===== src/rtl/ecc_syn_pkg.sv =====
package ecc_syn_pkg;

    typedef enum logic [1:0] {
        ST_CLEAN      = 2'b00,
        ST_DATA_FIXED = 2'b01,
        ST_CODE_FIXED = 2'b10,
        ST_UNCORR     = 2'b11
    } ecc_status_e;

endpackage


===== src/rtl/ecc_code_split.sv =====
// Complements the stored code, splits both codes into halves, and forms the odd and even syndromes.
module ecc_code_split #(
    parameter int HALF_W = 12
) (
    input  logic [2*HALF_W-1:0] stored_code,
    input  logic [2*HALF_W-1:0] calc_code,
    output logic [HALF_W-1:0]   syn_odd,
    output logic [HALF_W-1:0]   syn_even
);
    logic [2*HALF_W-1:0] stored_true;

    always_comb begin
        stored_true = ~stored_code;
        syn_odd     = stored_true[HALF_W-1:0]        ^ calc_code[HALF_W-1:0];
        syn_even    = stored_true[2*HALF_W-1:HALF_W] ^ calc_code[2*HALF_W-1:HALF_W];
    end
endmodule


===== src/rtl/ecc_syn_classify.sv =====
// Sorts a syndrome pair into one of four result classes and extracts the location.
module ecc_syn_classify
    import ecc_syn_pkg::*;
#(
    parameter int OFS_W = 9,
    parameter int BIT_W = 3,
    localparam int HALF_W = OFS_W + BIT_W
) (
    input  logic [HALF_W-1:0] syn_odd,
    input  logic [HALF_W-1:0] syn_even,
    output ecc_status_e       status,
    output logic [OFS_W-1:0]  ofs,
    output logic [BIT_W-1:0]  bitpos
);
    logic [HALF_W-1:0] syn_or;
    logic              single_bit;

    always_comb begin
        syn_or     = syn_odd | syn_even;
        single_bit = (syn_or != '0) && ((syn_or & (syn_or - 1'b1)) == '0);
        status     = ST_UNCORR;
        ofs        = '0;
        bitpos     = '0;
        if ((syn_odd == '0) && (syn_even == '0)) begin
            status = ST_CLEAN;
        end else if (syn_odd == ~syn_even) begin
            status = ST_DATA_FIXED;
            ofs    = syn_odd[HALF_W-1:BIT_W];
            bitpos = syn_odd[BIT_W-1:0];
        end else if (single_bit) begin
            status = ST_CODE_FIXED;
        end
    end
endmodule


===== src/rtl/ecc_byte_fixer.sv =====
// Flips one bit of a passing byte when its address hits the stored location.
module ecc_byte_fixer #(
    parameter int OFS_W = 9,
    parameter int BIT_W = 3,
    localparam int BYTE_W = 1 << BIT_W
) (
    input  logic              active,
    input  logic [OFS_W-1:0]  err_ofs,
    input  logic [BIT_W-1:0]  err_bit,
    input  logic [OFS_W-1:0]  addr,
    input  logic [BYTE_W-1:0] din,
    output logic [BYTE_W-1:0] dout
);
    logic hit;

    assign hit = active && (addr == err_ofs);

    for (genvar i = 0; i < BYTE_W; i++) begin : g_lane
        assign dout[i] = din[i] ^ (hit && (err_bit == BIT_W'(i)));
    end
endmodule


===== src/rtl/ecc_syndrome_corrector.sv =====
module ecc_syndrome_corrector
    import ecc_syn_pkg::*;
#(
    parameter int BLOCK_BYTES = 512,
    parameter int BYTE_W      = 8,
    localparam int OFS_W  = $clog2(BLOCK_BYTES),
    localparam int BIT_W  = $clog2(BYTE_W),
    localparam int HALF_W = OFS_W + BIT_W,
    localparam int CODE_W = 2 * HALF_W
) (
    input  logic              clk,
    input  logic              rst_n,
    input  logic              start_i,
    input  logic [CODE_W-1:0] stored_code_i,
    input  logic [CODE_W-1:0] calc_code_i,
    output logic [1:0]        status_o,
    output logic [OFS_W-1:0]  err_byte_o,
    output logic [BIT_W-1:0]  err_bit_o,
    output logic              done_o,
    input  logic [OFS_W-1:0]  fix_addr_i,
    input  logic [BYTE_W-1:0] fix_data_i,
    output logic [BYTE_W-1:0] fix_data_o
);
    typedef struct packed {
        ecc_status_e      status;
        logic [OFS_W-1:0] ofs;
        logic [BIT_W-1:0] bitpos;
        logic             done;
    } result_t;

    result_t res_d, res_q;

    logic [HALF_W-1:0] syn_odd, syn_even;
    ecc_status_e       cls_status;
    logic [OFS_W-1:0]  cls_ofs;
    logic [BIT_W-1:0]  cls_bit;

    ecc_code_split #(.HALF_W(HALF_W)) u_split (
        .stored_code (stored_code_i),
        .calc_code   (calc_code_i),
        .syn_odd     (syn_odd),
        .syn_even    (syn_even)
    );

    ecc_syn_classify #(.OFS_W(OFS_W), .BIT_W(BIT_W)) u_classify (
        .syn_odd  (syn_odd),
        .syn_even (syn_even),
        .status   (cls_status),
        .ofs      (cls_ofs),
        .bitpos   (cls_bit)
    );

    always_comb begin
        res_d      = res_q;
        res_d.done = start_i;
        if (start_i) begin
            res_d.status = cls_status;
            res_d.ofs    = cls_ofs;
            res_d.bitpos = cls_bit;
        end
    end

    always_ff @(posedge clk) begin
        if (!rst_n) begin
            res_q <= '0;
        end else begin
            res_q <= res_d;
        end
    end

    ecc_byte_fixer #(.OFS_W(OFS_W), .BIT_W(BIT_W)) u_fixer (
        .active  (res_q.status == ST_DATA_FIXED),
        .err_ofs (res_q.ofs),
        .err_bit (res_q.bitpos),
        .addr    (fix_addr_i),
        .din     (fix_data_i),
        .dout    (fix_data_o)
    );

    assign status_o   = res_q.status;
    assign err_byte_o = res_q.ofs;
    assign err_bit_o  = res_q.bitpos;
    assign done_o     = res_q.done;
endmodule


===== config.mk =====
export PLATFORM = sky130hd
export DESIGN_NAME = ecc_syndrome_corrector
export DESIGN_NICKNAME = d
export VERILOG_FILES = /design/src/rtl/ecc_syn_pkg.sv /design/src/rtl/ecc_code_split.sv /design/src/rtl/ecc_syn_classify.sv /design/src/rtl/ecc_byte_fixer.sv /design/src/rtl/ecc_syndrome_corrector.sv
export SDC_FILE = /design/constraint.sdc
export NUM_CORES = 1
export LEC_CHECK = 0
export ABC_CLOCK_PERIOD_IN_PS = 1800
export BUFFER_PORTS_ARGS = -buffer_cell sky130_fd_sc_hd__buf_2
export CAP_MARGIN = 25
export CORE_UTILIZATION = 42
export DETAILED_ROUTE_END_ITERATION = 8
export GPL_TIMING_DRIVEN = 0
export HOLD_SLACK_MARGIN = 0.06
export PLACE_DENSITY = 0.89
export SLEW_MARGIN = 40
export SYNTH_ARGS = -nofsm -noshare
export SYNTH_HDL_FRONTEND = slang
export SYNTH_HIERARCHICAL = 1
export SYNTH_SLANG_ARGS = --single-unit

===== constraint.sdc =====
create_clock -name clk -period 1.8 [get_ports clk]
set_clock_uncertainty 0.05 [all_clocks]
set_input_delay 0.27 -clock clk [delete_from_list [all_inputs] [get_ports clk]]
set_output_delay 0.27 -clock clk [all_outputs]
set_load 0.1 [all_outputs]

==> flow_metrics.tcl, run 1 <==
set metrics [dict create \
    synthAdderAreaFrac_pct 11.2 \
    gp_congestion 0.901 \
    error "[ERROR DPL-0038] Utilization greater than 100%, impossible to legalize" \
    numCtsBuffers 3 \
    yosys_warnings 6 \
    rows 23 \
    syn_inst 203 \
    async_flop_share_pct 0 \
    synth.yosys.seq_area_share_pct 17.0 \
    placed_cell_area_mm2 0.00277 \
    io_pins 91 \
    avgSynthCellArea_um2 8.68 \
    synth_edf_count 0 \
    grt_max_degree 11 \
    synth_compound_area_share_pct 4.76 \
    worst_endpoint "fix_data_o[3]" \
    chipWidth_um 66.8 \
    root_buffer "clkbuf_8" \
    yosys.area_share.simple_pct 28.8 \
    cts.sinks 15 \
    cts_buffer_depth 2 \
    synth-xor-area-share_pct 22.1 \
    synth_area_leader_cell "dfxtp_1" \
    ys_seq_elements 15 \
    synth_top_family_by_area "simple AND/OR/NAND/NOR gates" \
    postCtsHoldBufs 0 \
    hpwl_mm 3.82 \
    synth_nets 286 \
    htree_levels 1 \
    io_buffers 89 \
    worst-ep-kind "output port" \
    status "did not finish" \
    floorplan.initialDensity_pct 44.0 \
    failing_step "global routing (5_1_grt)" \
    synth_area_leaders "dfxtp_1 17%, xnor2_1 14%, ha_1 11%" \
    synthFlopType "dfxtp_1" \
    synthMuxAreaShare_pct 7.95 \
    synth_area_mm2 0.00176 \
    synth_top_area_share_pct 17.0 \
    yosysUniqueCellTypes 39 \
    die_y_um 66.8 \
]
[cells by family after synthesis]
| kind of cell | after synthesis |
|---|---|
| XOR/XNOR | 41 |
| AND/OR/NAND/NOR | 75 |
| adder cells (fa/ha/maj) | 16 |
| buffers and inverters | 32 |
| flip-flops | 15 |
| AO/OA/AOI/OAI | 10 |
| multiplexers | 14 |
[what timing repair did]
| item | 4_1_cts |
|---|---|
| pin swaps | 52 |
| gates resized for setup | 80 |
| setup endpoints to repair | 17 |
| setup buffers | 46 |
[cells in the mapped netlist (3+ instances only)]
library cell  count
dfxtp_1          15
nor3_1            3
nor2b_1          15
nor2_1            4
nor4_1           23
nand4_1           6
xnor2_1          29
and4_1            3
nand2_1           4
a31oi_1           3
xnor2_2           4
inv_1            26
ha_1             15
mux2i_1          14
xor2_1            8
[through the flow]
stage | utilization (%) | setup slack (ns) | std cells | TNS, ns
after floorplan | - | -0.576 | 203 | -4.11
after detailed placement | 69.3 | -0.481 | 342 | -6.65
after global placement | 69.3 | -0.465 | 342 | -5.71
after CTS | 89.6 | -0.415 | 392 | -2.93
==> run 2: changes to the inputs <==
--- a/config.mk
+++ b/config.mk
@@ -5,14 +5,13 @@
 export SDC_FILE = /design/constraint.sdc
 export NUM_CORES = 1
 export LEC_CHECK = 0
-export ABC_CLOCK_PERIOD_IN_PS = 1800
+export ABC_CLOCK_PERIOD_IN_PS = 2300
 export BUFFER_PORTS_ARGS = -buffer_cell sky130_fd_sc_hd__buf_2
 export CAP_MARGIN = 25
-export CORE_UTILIZATION = 42
+export CORE_UTILIZATION = 35
 export DETAILED_ROUTE_END_ITERATION = 8
 export GPL_TIMING_DRIVEN = 0
-export HOLD_SLACK_MARGIN = 0.06
-export PLACE_DENSITY = 0.89
+export PLACE_DENSITY_LB_ADDON = 0.15
 export SLEW_MARGIN = 40
 export SYNTH_ARGS = -nofsm -noshare
 export SYNTH_HDL_FRONTEND = slang
==> constraint.sdc (replaced) <==
create_clock -name clk -period 2.3 [get_ports clk]
set_clock_uncertainty 0.05 [all_clocks]
set_input_delay 0.345 -clock clk [delete_from_list [all_inputs] [get_ports clk]]
set_output_delay 0.345 -clock clk [all_outputs]
set_load 0.1 [all_outputs]
==> flow_metrics.tcl, run 2 <==
set metrics [dict create \
    numCtsBuffers 3 \
    crit_arrival_ns 1.82 \
    setup_viol 0 \
    clkTransAtPathRegs_ns 0.06 \
    pwr-share-seq_pct 27.1 \
    maxCapViolCount 0 \
    ys_seq_elements 15 \
    slew_violations 0 \
    vias 1784 \
    synth.yosys.seq_area_share_pct 17.0 \
    cp-end-kind "primary output" \
    synthTopCellsByCount "29 x xnor2_1, 26 x inv_1, 23 x nor4_1" \
    grt_max_degree 11 \
    fmax_mhz 451 \
    synth_nets 286 \
    hold_viol 0 \
    diodes 0 \
    p_comb_share_pct 50.4 \
    dieArea_mm2 0.00532 \
    reg2reg_from "status_o[0]$_SDFFE_PN0P_" \
    hold_end "err_byte_o[8]$_SDFFE_PN0P_" \
    syn_to_final_growth_pct 64.8 \
    async_flop_share_pct 0 \
    final_cell_mix "81 x buf_2, 26 x inv_1, 24 x xnor2_1, 18 x nor4_1, 15 x ha_1" \
    synth_edf_count 0 \
    cp-start-kind "flip-flop" \
    cts_buffer_depth 2 \
    gp_congestion 0.819 \
    htree_levels 1 \
    worst_pin_slew_ns 0.493 \
    ant_nets 0 \
    setup_tns_ns 0 \
    hpwl_mm 3.82 \
    yosys_warnings 6 \
    io_pins 91 \
    leakagePower_nw 1.30 \
    rsz0062_at_grt "true" \
    yosysUniqueCellTypes 39 \
    layout_commonest_cell "buf_2" \
    yosysMostFrequentCell "xnor2_1" \
    ir_drop_mv 0.192 \
    finalCritPeriodShare_pct 96.4 \
    period_needed_ns 2.22 \
    holdWs_ns 0.330 \
    r2r_slack_ns 1.51 \
    synth_top_area_share_pct 17.0 \
    critPathRequiredTime_ns 1.90 \
    largest_reg_flops 9 \
    hold_start "rst_n" \
    insertion_delay_ns 0.24 \
    hold_depth 2 \
    crit_type "reg -> out" \
    synth_area_leader_cell "dfxtp_1" \
    dp_cells 359 \
    synthFlopType "dfxtp_1" \
    final_util_pct 60.7 \
    antenna_found_initial 0 \
    avgRoutedWirePerCell_um 12.4 \
    critPathMaxFanout 8 \
    status "finished, final reports clean" \
    io_buffers 89 \
    dr.pass1.iters 4 \
    initialDrtViolationCount 43 \
    tritoncts "done" \
    grt_pass1_wl_mm 7.33 \
    syn_inst 203 \
    postCtsHoldBufs 0 \
    synth_area_leaders "dfxtp_1 17%, xnor2_1 14%, ha_1 11%" \
    r2r_cells 3 \
    fin_cells 365 \
    power.switching_uw 365 \
    viasPerCell 4.89 \
    grt_pass1_vias 1730 \
    cts.sinks 15 \
    relSlewSlack_pct 67.3 \
    hold_path_class "in -> reg" \
    p_sw_share_pct 39.2 \
    avgSynthCellArea_um2 8.68 \
    wirelength_mm 4.53 \
    core_mm2 0.00479 \
    p_per_area_mw_per_mm2 320 \
    root_buffer "clkbuf_8" \
    drive_above_1_share_pct 49.0 \
    drc 0 \
    die_y_um 72.9 \
    pwr-share-clk_pct 22.5 \
    final_nets 382 \
    rows 25 \
    synth_area_mm2 0.00176 \
    chipWidth_um 72.9 \
    floorplan.initialDensity_pct 36.8 \
    r2r-end "status_o[0]$_SDFFE_PN0P_" \
    grt.total_usage_pct 17.8 \
    grt_overflow_total 0 \
    cellInternalPower_uw 566 \
]
## run 2: cell counts after synthesis
No cell type changed its count.
## run 2: power groups by stage
| stage | Combinational (mW) | Clock [mW] | Sequential (mW) |
|---|---|---|---|
| global placement | 0.429 | 0 | 0.258 |
| finish | 0.469 | 0.210 | 0.252 |
| floorplan | 0.274 | 0 | 0.283 |
| global route | 0.511 | 0.237 | 0.252 |
| detailed placement | 0.431 | 0 | 0.258 |
| CTS | 0.449 | 0.220 | 0.252 |
## run 2: kinds of logic (layout without fill, tap and decap cells)
family                   after synthesis  count (layout)  synth area share [%]
AND/OR/NAND/NOR                       75              75                  28.8
XOR/XNOR                              41              41                  22.1
buffers and inverters                 32             127                  8.17
adder cells (fa/ha/maj)               16              16                  11.2
flip-flops                            15              15                  17.0
multiplexers                          14              14                  7.95
AO/OA/AOI/OAI                         10              10                  4.76
## run 2: what timing repair did
action / in CTS / in global routing
resized for setup: 19 / 18
endpoints found under the setup margin: 8 / 8
pin swaps: 6 / 14
buffers inserted: 1 / 1
## run 2: per-stage QoR
stage	power, mW	worst slack [ns]	instance area, µm²
after floorplan	0.557	-0.151	2120
after global placement	0.687	-0.116	2650
after detailed placement	0.689	-0.135	2650
after CTS	0.921	-0.00332	2790
after global routing	1.00	-0.0120	2900
final	0.931	0.0832	2900
## run 2: final cells by class
cell class / instances / area [µm²]
clock buffer: 4 / 45.0
timing repair buffer: 91 / 583
buffer: 6 / 46.3
multi-input combinational: 156 / 1700
fill: 432 / 1880
tap: 67 / 83.8
sequential: 15 / 350
inverter: 26 / 97.6
## run 2: critical path: stages, from the launching register on
cell	delay, ns
dfxtp_4	0.36
xnor2_4	0.15
nand4_4	0.12
buf_12	0.17
nor4_4	0.37
xor2_4	0.20
buf_12	0.19
## run 2: worst max-delay path by stage
stage | end | startpoint | depth (start not counted) | slack (ns)
floorplan | fix_data_o[0] | err_byte_o[7]$_SDFFE_PN0P_ | 4 | -0.15
global placement | fix_data_o[0] | fix_addr_i[7] | 6 | -0.12
detailed placement | fix_data_o[2] | fix_addr_i[2] | 6 | -0.13
CTS | fix_data_o[2] | status_o[0]$_SDFFE_PN0P_ | 6 | -0.003
global route | fix_data_o[5] | err_byte_o[5]$_SDFFE_PN0P_ | 6 | -0.01
finish | fix_data_o[2] | err_byte_o[7]$_SDFFE_PN0P_ | 6 | 0.08
## run 2: per-layer routing
metal,vias to the layer above,track usage (%),part of all wire [%]
li1,907,-,-
met4,0,9.80,2.5
met5,-,0,0
met3,10,2.35,3.2
met1,807,18.7,38
met2,60,34.1,56
(Power assumes the default switching activity.)
==> run 3: changes to the inputs <==
--- a/config.mk
+++ b/config.mk
@@ -8,7 +8,7 @@
 export ABC_CLOCK_PERIOD_IN_PS = 2300
 export BUFFER_PORTS_ARGS = -buffer_cell sky130_fd_sc_hd__buf_2
 export CAP_MARGIN = 25
-export CORE_UTILIZATION = 35
+export CORE_UTILIZATION = 46
 export DETAILED_ROUTE_END_ITERATION = 8
 export GPL_TIMING_DRIVEN = 0
 export PLACE_DENSITY_LB_ADDON = 0.15
==> flow_metrics.tcl, run 3 (synthesis gave the netlist of run 2 again) <==
set metrics [dict create \
    cp-end-kind "primary output" \
    layout_commonest_cell "buf_2" \
    setup_viol 0 \
    final_area_mm2 0.00286 \
    grt.total_usage_pct 23.3 \
    diodes 0 \
    io_buffers 89 \
    hold_viol 0 \
    syn_to_final_growth_pct 62.6 \
    placed_cell_area_mm2 0.00263 \
    insertion_delay_ns 0.24 \
    status "finished, final reports clean" \
    largest_reg_flops 9 \
    initialDrtViolationCount 83 \
    cellInternalPower_uw 563 \
    ir_drop_mv 0.245 \
    htree_levels 1 \
    p_sw_share_pct 40.0 \
    critPathMaxFanout 8 \
    grt_overflow_total 0 \
    fmax_mhz 444 \
    n_fill_cell 254 \
    r2r-end "status_o[0]$_SDFFE_PN0P_" \
    fin_total_pwr_uw 938 \
    core_mm2 0.00366 \
    final_cell_mix "81 x buf_2, 26 x inv_1, 24 x xnor2_1, 18 x nor4_1, 15 x ha_1" \
    hold_depth 2 \
    clkTransAtPathRegs_ns 0.06 \
    setup_tns_ns 0 \
    pwr-share-clk_pct 23.1 \
    cts.sinks 15 \
    gp_congestion 0.917 \
    cp-start-kind "flip-flop" \
    worst_pin_slew_ns 0.494 \
    viasPerCell 5.17 \
    hold_path_class "in -> reg" \
    maxCapViolCount 0 \
    grt_pass1_wl_mm 7.46 \
    rsz0062_at_grt "true" \
    hpwl_mm 3.91 \
    postCtsHoldBufs 0 \
    wirelength_mm 4.71 \
    vias 1794 \
    period_needed_ns 2.25 \
    path_common_cell "buf_12" \
    floorplan.initialDensity_pct 48.1 \
    drc 0 \
    critPathTopFamily "simple AND/OR/NAND/NOR gates" \
    critPathRequiredTime_ns 1.90 \
    antenna_found_initial 0 \
    cp_slowest_cell "nor4_4" \
    leakagePower_nw 1.30 \
    dieArea_mm2 0.00408 \
    dr.pass1.iters 4 \
    finalCritPeriodShare_pct 97.9 \
    die_y_um 63.9 \
    io_pins 91 \
    grt_max_degree 11 \
    grt_pass1_vias 1648 \
    relSlewSlack_pct 66.8 \
    reg2reg_from "status_o[0]$_SDFFE_PN0P_" \
    p_per_area_mw_per_mm2 328 \
    hold_start "rst_n" \
    final_nets 383 \
    root_buffer "clkbuf_8" \
    critical_path_buf_inv_count 2 \
    drive_above_1_share_pct 49.2 \
    chipWidth_um 63.9 \
    slew_violations 0 \
    hold_end "err_byte_o[7]$_SDFFE_PN0P_" \
    tritoncts "done" \
    r2r_slack_ns 1.50 \
    r2r_cells 3 \
    power.switching_uw 375 \
    crit_type "reg -> out" \
    pwr-share-seq_pct 26.8 \
    crit_path_max_incr_delay_ns 0.38 \
    cts_buffer_depth 2 \
    numCtsBuffers 3 \
    rows 22 \
    avgRoutedWirePerCell_um 13.6 \
    ant_nets 0 \
    crit_arrival_ns 1.86 \
    p_comb_share_pct 50.1 \
    crit_chain "xnor2_4 > nand4_4 > buf_12 > nor4_4 > xor2_4 > buf_12" \
]
==> run 3: cell count changes in the layout (fill, tap and decap cells not counted) <==
| cell | previous run | this run |
|---|---|---|
| buf_12 | 8 | 7 |
| buf_8 | 2 | 3 |
| xnor2_4 | 5 | 3 |
| xnor2_2 | 4 | 6 |
| buf_6 | 1 | 2 |
==> run 3: routing by layer <==
metal / global-route usage (%) / part of all wire [%]
met5: 0 / 0
met1: 31.1 / 45
met4: 3.41 / 0.40
met3: 3.75 / 5.8
met2: 39.9 / 49
==> run 3: how the worst max path moves through the flow <==
stage / from / endpoint / cells past startpoint
detailed placement: fix_addr_i[2] / fix_data_o[2] / 6
finish: err_byte_o[5]$_SDFFE_PN0P_ / fix_data_o[2] / 6
CTS: status_o[0]$_SDFFE_PN0P_ / fix_data_o[0] / 6
global placement: fix_addr_i[8] / fix_data_o[2] / 6
global route: err_byte_o[5]$_SDFFE_PN0P_ / fix_data_o[2] / 6
floorplan: err_byte_o[7]$_SDFFE_PN0P_ / fix_data_o[0] / 4
==> run 3: cell type report <==
cell class | count | area (µm²) | share of cell area (%)
flip-flops and latches | 15 | 350 | 12.2
plain buffers | 6 | 46.3 | 1.62
well taps | 48 | 60.1 | 2.10
inverters | 26 | 97.6 | 3.41
multi-input cells | 156 | 1680 | 58.5
clock buffers | 4 | 45.0 | 1.57
repair buffers | 92 | 589 | 20.6
==> run 3: through the flow <==
step,hold slack [ns],util [%],instances,setup WS (ns)
2_1_floorplan,0.422,-,203,-0.151
3_3_place_gp,0.467,71.8,340,-0.135
3_5_place_dp,0.484,71.8,340,-0.150
4_1_cts,0.348,75.9,346,0.0000755
5_1_grt,0.352,78.2,347,-0.0199
6_report,0.347,78.2,347,0.0490
==> run 3: power groups by stage <==
stage | registers, mW | clock network (mW) | logic (mW)
after floorplan | 0.283 | 0 | 0.274
after global placement | 0.258 | 0 | 0.425
after detailed placement | 0.258 | 0 | 0.431
after CTS | 0.252 | 0.218 | 0.453
after global routing | 0.252 | 0.228 | 0.505
final | 0.251 | 0.216 | 0.470
==> run 3: timing repair <==
item | 4_1_cts | 5_1_grt
setup buffers | 2 | 1
gates resized for setup | 21 | 11
pin swaps | 10 | 9
endpoints found under the hold margin | 0 | 0
setup endpoints to repair | 8 | 8
==> run 3: worst register-to-register path: stages (launching register included) <==
cell and delay (ns):
dfxtp_4 0.34, buf_4 0.13, mux2i_1 0.12, nor2b_1 0.06
==> run 4: changes to the inputs <==
--- a/config.mk
+++ b/config.mk
@@ -8,12 +8,12 @@
 export ABC_CLOCK_PERIOD_IN_PS = 2300
 export BUFFER_PORTS_ARGS = -buffer_cell sky130_fd_sc_hd__buf_2
 export CAP_MARGIN = 25
-export CORE_UTILIZATION = 46
+export CORE_AREA = 2 2 63 65
 export DETAILED_ROUTE_END_ITERATION = 8
+export DIE_AREA = 0 0 65 67
 export GPL_TIMING_DRIVEN = 0
 export PLACE_DENSITY_LB_ADDON = 0.15
 export SLEW_MARGIN = 40
 export SYNTH_ARGS = -nofsm -noshare
 export SYNTH_HDL_FRONTEND = slang
-export SYNTH_HIERARCHICAL = 1
 export SYNTH_SLANG_ARGS = --single-unit
==> constraint.sdc (replaced) <==
create_clock -name clk -period 2.3 [get_ports clk]
set_clock_uncertainty 0.05 [all_clocks]
set_input_delay 0.345 -clock clk [delete_from_list [all_inputs] [get_ports clk]]
set_output_delay 0.345 -clock clk [all_outputs]
set_load 0.01 [all_outputs]
==> flow_metrics.tcl, run 4 <==
set metrics [dict create \
    final_util_pct 58.3 \
    hold_viol 0 \
    placed_cell_area_mm2 0.00201 \
    avgRoutedWirePerCell_um 12.1 \
    layout_setup_ws_ns -0.0787 \
    root_buffer "clkbuf_8" \
    leakagePower_nw 0.979 \
    final_nets 363 \
    drive_above_1_share_pct 40.0 \
    hold_start "start_i" \
    grt_max_degree 11 \
    synth_area_leaders "dfxtp_1 20%, xor2_1 17%, ha_1 12%" \
    synth_nets 268 \
    hpwl_mm 3.36 \
    tritoncts "done" \
    worst_pin_slew_ns 0.431 \
    hold_end "done_o$_SDFF_PN0_" \
    io_pins 91 \
    clkTransAtPathRegs_ns 0.06 \
    cts.sinks 15 \
    ys_seq_elements 15 \
    crit_type "reg -> out" \
    synthFlopType "dfxtp_1" \
    postCtsHoldBufs 0 \
    hold_depth 2 \
    status "finished with violations" \
    synthTopCellsByCount "29 x xor2_1, 24 x nand2_1, 16 x nand4_1, 15 x dfxtp_1, 15 x nor2_1" \
    setup_tns_ns -0.143 \
    crit_arrival_ns 1.98 \
    synth_edf_count 0 \
    avgSynthCellArea_um2 8.08 \
    ant_nets 0 \
    slew_violations 0 \
    viasPerCell 4.96 \
    hold_path_class "in -> reg" \
    fmax_mhz 420 \
    wirelength_mm 3.97 \
    r2r_slack_ns 1.41 \
    syn_inst 186 \
    async_flop_share_pct 0 \
    yosysMostFrequentCell "xor2_1" \
    r2r_cells 3 \
    synth_area_mm2 0.00150 \
    numCtsBuffers 3 \
    grt_pass1_wl_mm 6.53 \
    grt_pass1_vias 1522 \
    cts_buffer_depth 2 \
    grt.total_usage_pct 18.9 \
    ir_drop_mv 0.370 \
    relSlewSlack_pct 71.3 \
    synth_top_area_share_pct 20.0 \
    cp-start-kind "flip-flop" \
    diodes 0 \
    initialDrtViolationCount 69 \
    syn_to_final_growth_pct 40.0 \
    layout_commonest_cell "buf_2" \
    largest_reg_flops 9 \
    rsz0062_at_grt "true" \
    setup_viol 2 \
    dieArea_mm2 0.00436 \
    floorplan.initialDensity_pct 41.7 \
    p_per_area_mw_per_mm2 355 \
    fin_total_pwr_uw 747 \
    drc 0 \
    dp_slack_ns -0.179 \
    die_y_um 67 \
    gp_congestion 0.861 \
    postCtsSetupBuffers 0 \
    yosysUniqueCellTypes 37 \
    antenna_found_initial 0 \
    chipWidth_um 65 \
    synth.yosys.seq_area_share_pct 20.0 \
    grt_overflow_total 0 \
    final_cell_mix "91 x buf_2, 29 x xor2_1, 24 x nand2_1, 16 x nand4_1, 15 x nor2_1" \
    reg2reg_from "err_bit_o[1]$_SDFFE_PN0P_" \
    insertion_delay_ns 0.25 \
    rows 22 \
    maxCapViolCount 0 \
    final_area_mm2 0.00210 \
    htree_levels 1 \
    io_buffers 90 \
    period_needed_ns 2.38 \
    synth_area_leader_cell "dfxtp_1" \
    dr.pass1.iters 4 \
    critPathMaxFanout 4 \
    finalCritPeriodShare_pct 103 \
    core_mm2 0.00361 \
    yosys_warnings 0 \
    n_fill_cell 348 \
    cp-end-kind "primary output" \
    failed_checks "negative setup slack" \
    vias 1628 \
    critPathRequiredTime_ns 1.90 \
    r2r-end "err_bit_o[1]$_SDFFE_PN0P_" \
]
## run 4: changes by cell type after synthesis, sizes merged, moves of 13 or more
| cell | previous run | this run |
|---|---|---|
| mux2i | 14 | 0 |
| xor2 | 8 | 29 |
| nor2b | 15 | 2 |
| nand2 | 4 | 24 |
| xnor2 | 33 | 13 |
| nor4 | 25 | 3 |
| inv | 26 | 4 |
## run 4: what timing repair did
| item | CTS | global route |
|---|---|---|
| pin swaps | 8 | 3 |
| setup endpoints to repair | 7 | 18 |
| gates resized for setup | 5 | 5 |
## run 4: how the worst max path moves through the flow
stage	cells past startpoint	startpoint	end	slack, ns
2_1_floorplan	5	err_byte_o[3]$_SDFFE_PN0P_	fix_data_o[6]	0.30
3_3_place_gp	8	calc_code_i[0]	err_byte_o[8]$_SDFFE_PN0P_	-0.20
3_5_place_dp	8	calc_code_i[0]	err_byte_o[8]$_SDFFE_PN0P_	-0.18
4_1_cts	6	err_byte_o[7]$_SDFFE_PN0P_	fix_data_o[6]	-0.08
5_1_grt	6	err_byte_o[5]$_SDFFE_PN0P_	fix_data_o[5]	-0.18
6_report	6	err_byte_o[4]$_SDFFE_PN0P_	fix_data_o[5]	-0.08
## run 4: per-layer routing
layer | global-route usage, % | up-vias | share of wire (%)
met5 | 0 | - | 0
met4 | 2.66 | 0 | 0
met3 | 4.05 | 0 | 9.1
met2 | 34.1 | 70 | 47
met1 | 23.3 | 713 | 43
li1 | - | 845 | -
## run 4: power by group
| part | total, mW | internal, mW | switching, mW |
|---|---|---|---|
| combinational | 0.266 | 0.124 | 0.143 |
| clock | 0.215 | 0.120 | 0.0949 |
| sequential | 0.265 | 0.263 | 0.00211 |
| total | 0.747 | 0.507 | 0.240 |
## run 4: cell families after synthesis
group                      Yosys count  share of synthesized area, %
AOI/OAI and AO/OA                   24                          12.3
xor gates and xnor gates            42                          24.5
adders and majority gates           14                          11.7
buffers and inverters               11                          3.58
DFF                                 15                          20.0
and+or+nand+nor                     80                          28.0
## run 4: layout make-up
type	instances	area, µm²	share of cell area (%)
plain buffers	6	35.0	1.67
inverters	5	18.8	0.892
flip-flops and latches	15	305	14.5
clock inverters	1	5.00	0.238
well taps	48	60.1	2.86
clock buffers	3	41.3	1.96
multi-input cells	160	1190	56.5
repair buffers	90	450	21.4
## run 4: per-stage QoR
stage	hold WS, ns	instances
finish	0.302	328
floorplan	0.430	186
detailed placement	0.434	324
CTS	0.305	328
global placement	0.430	324
global route	0.329	328
## run 4: worst max-delay path, stage by stage, from the launching register on
cell,delay [ns]
dfxtp_2,0.36
xnor2_2,0.12
nand4_1,0.19
or4_4,0.57
nor3b_2,0.22
xor2_1,0.14
buf_2,0.14
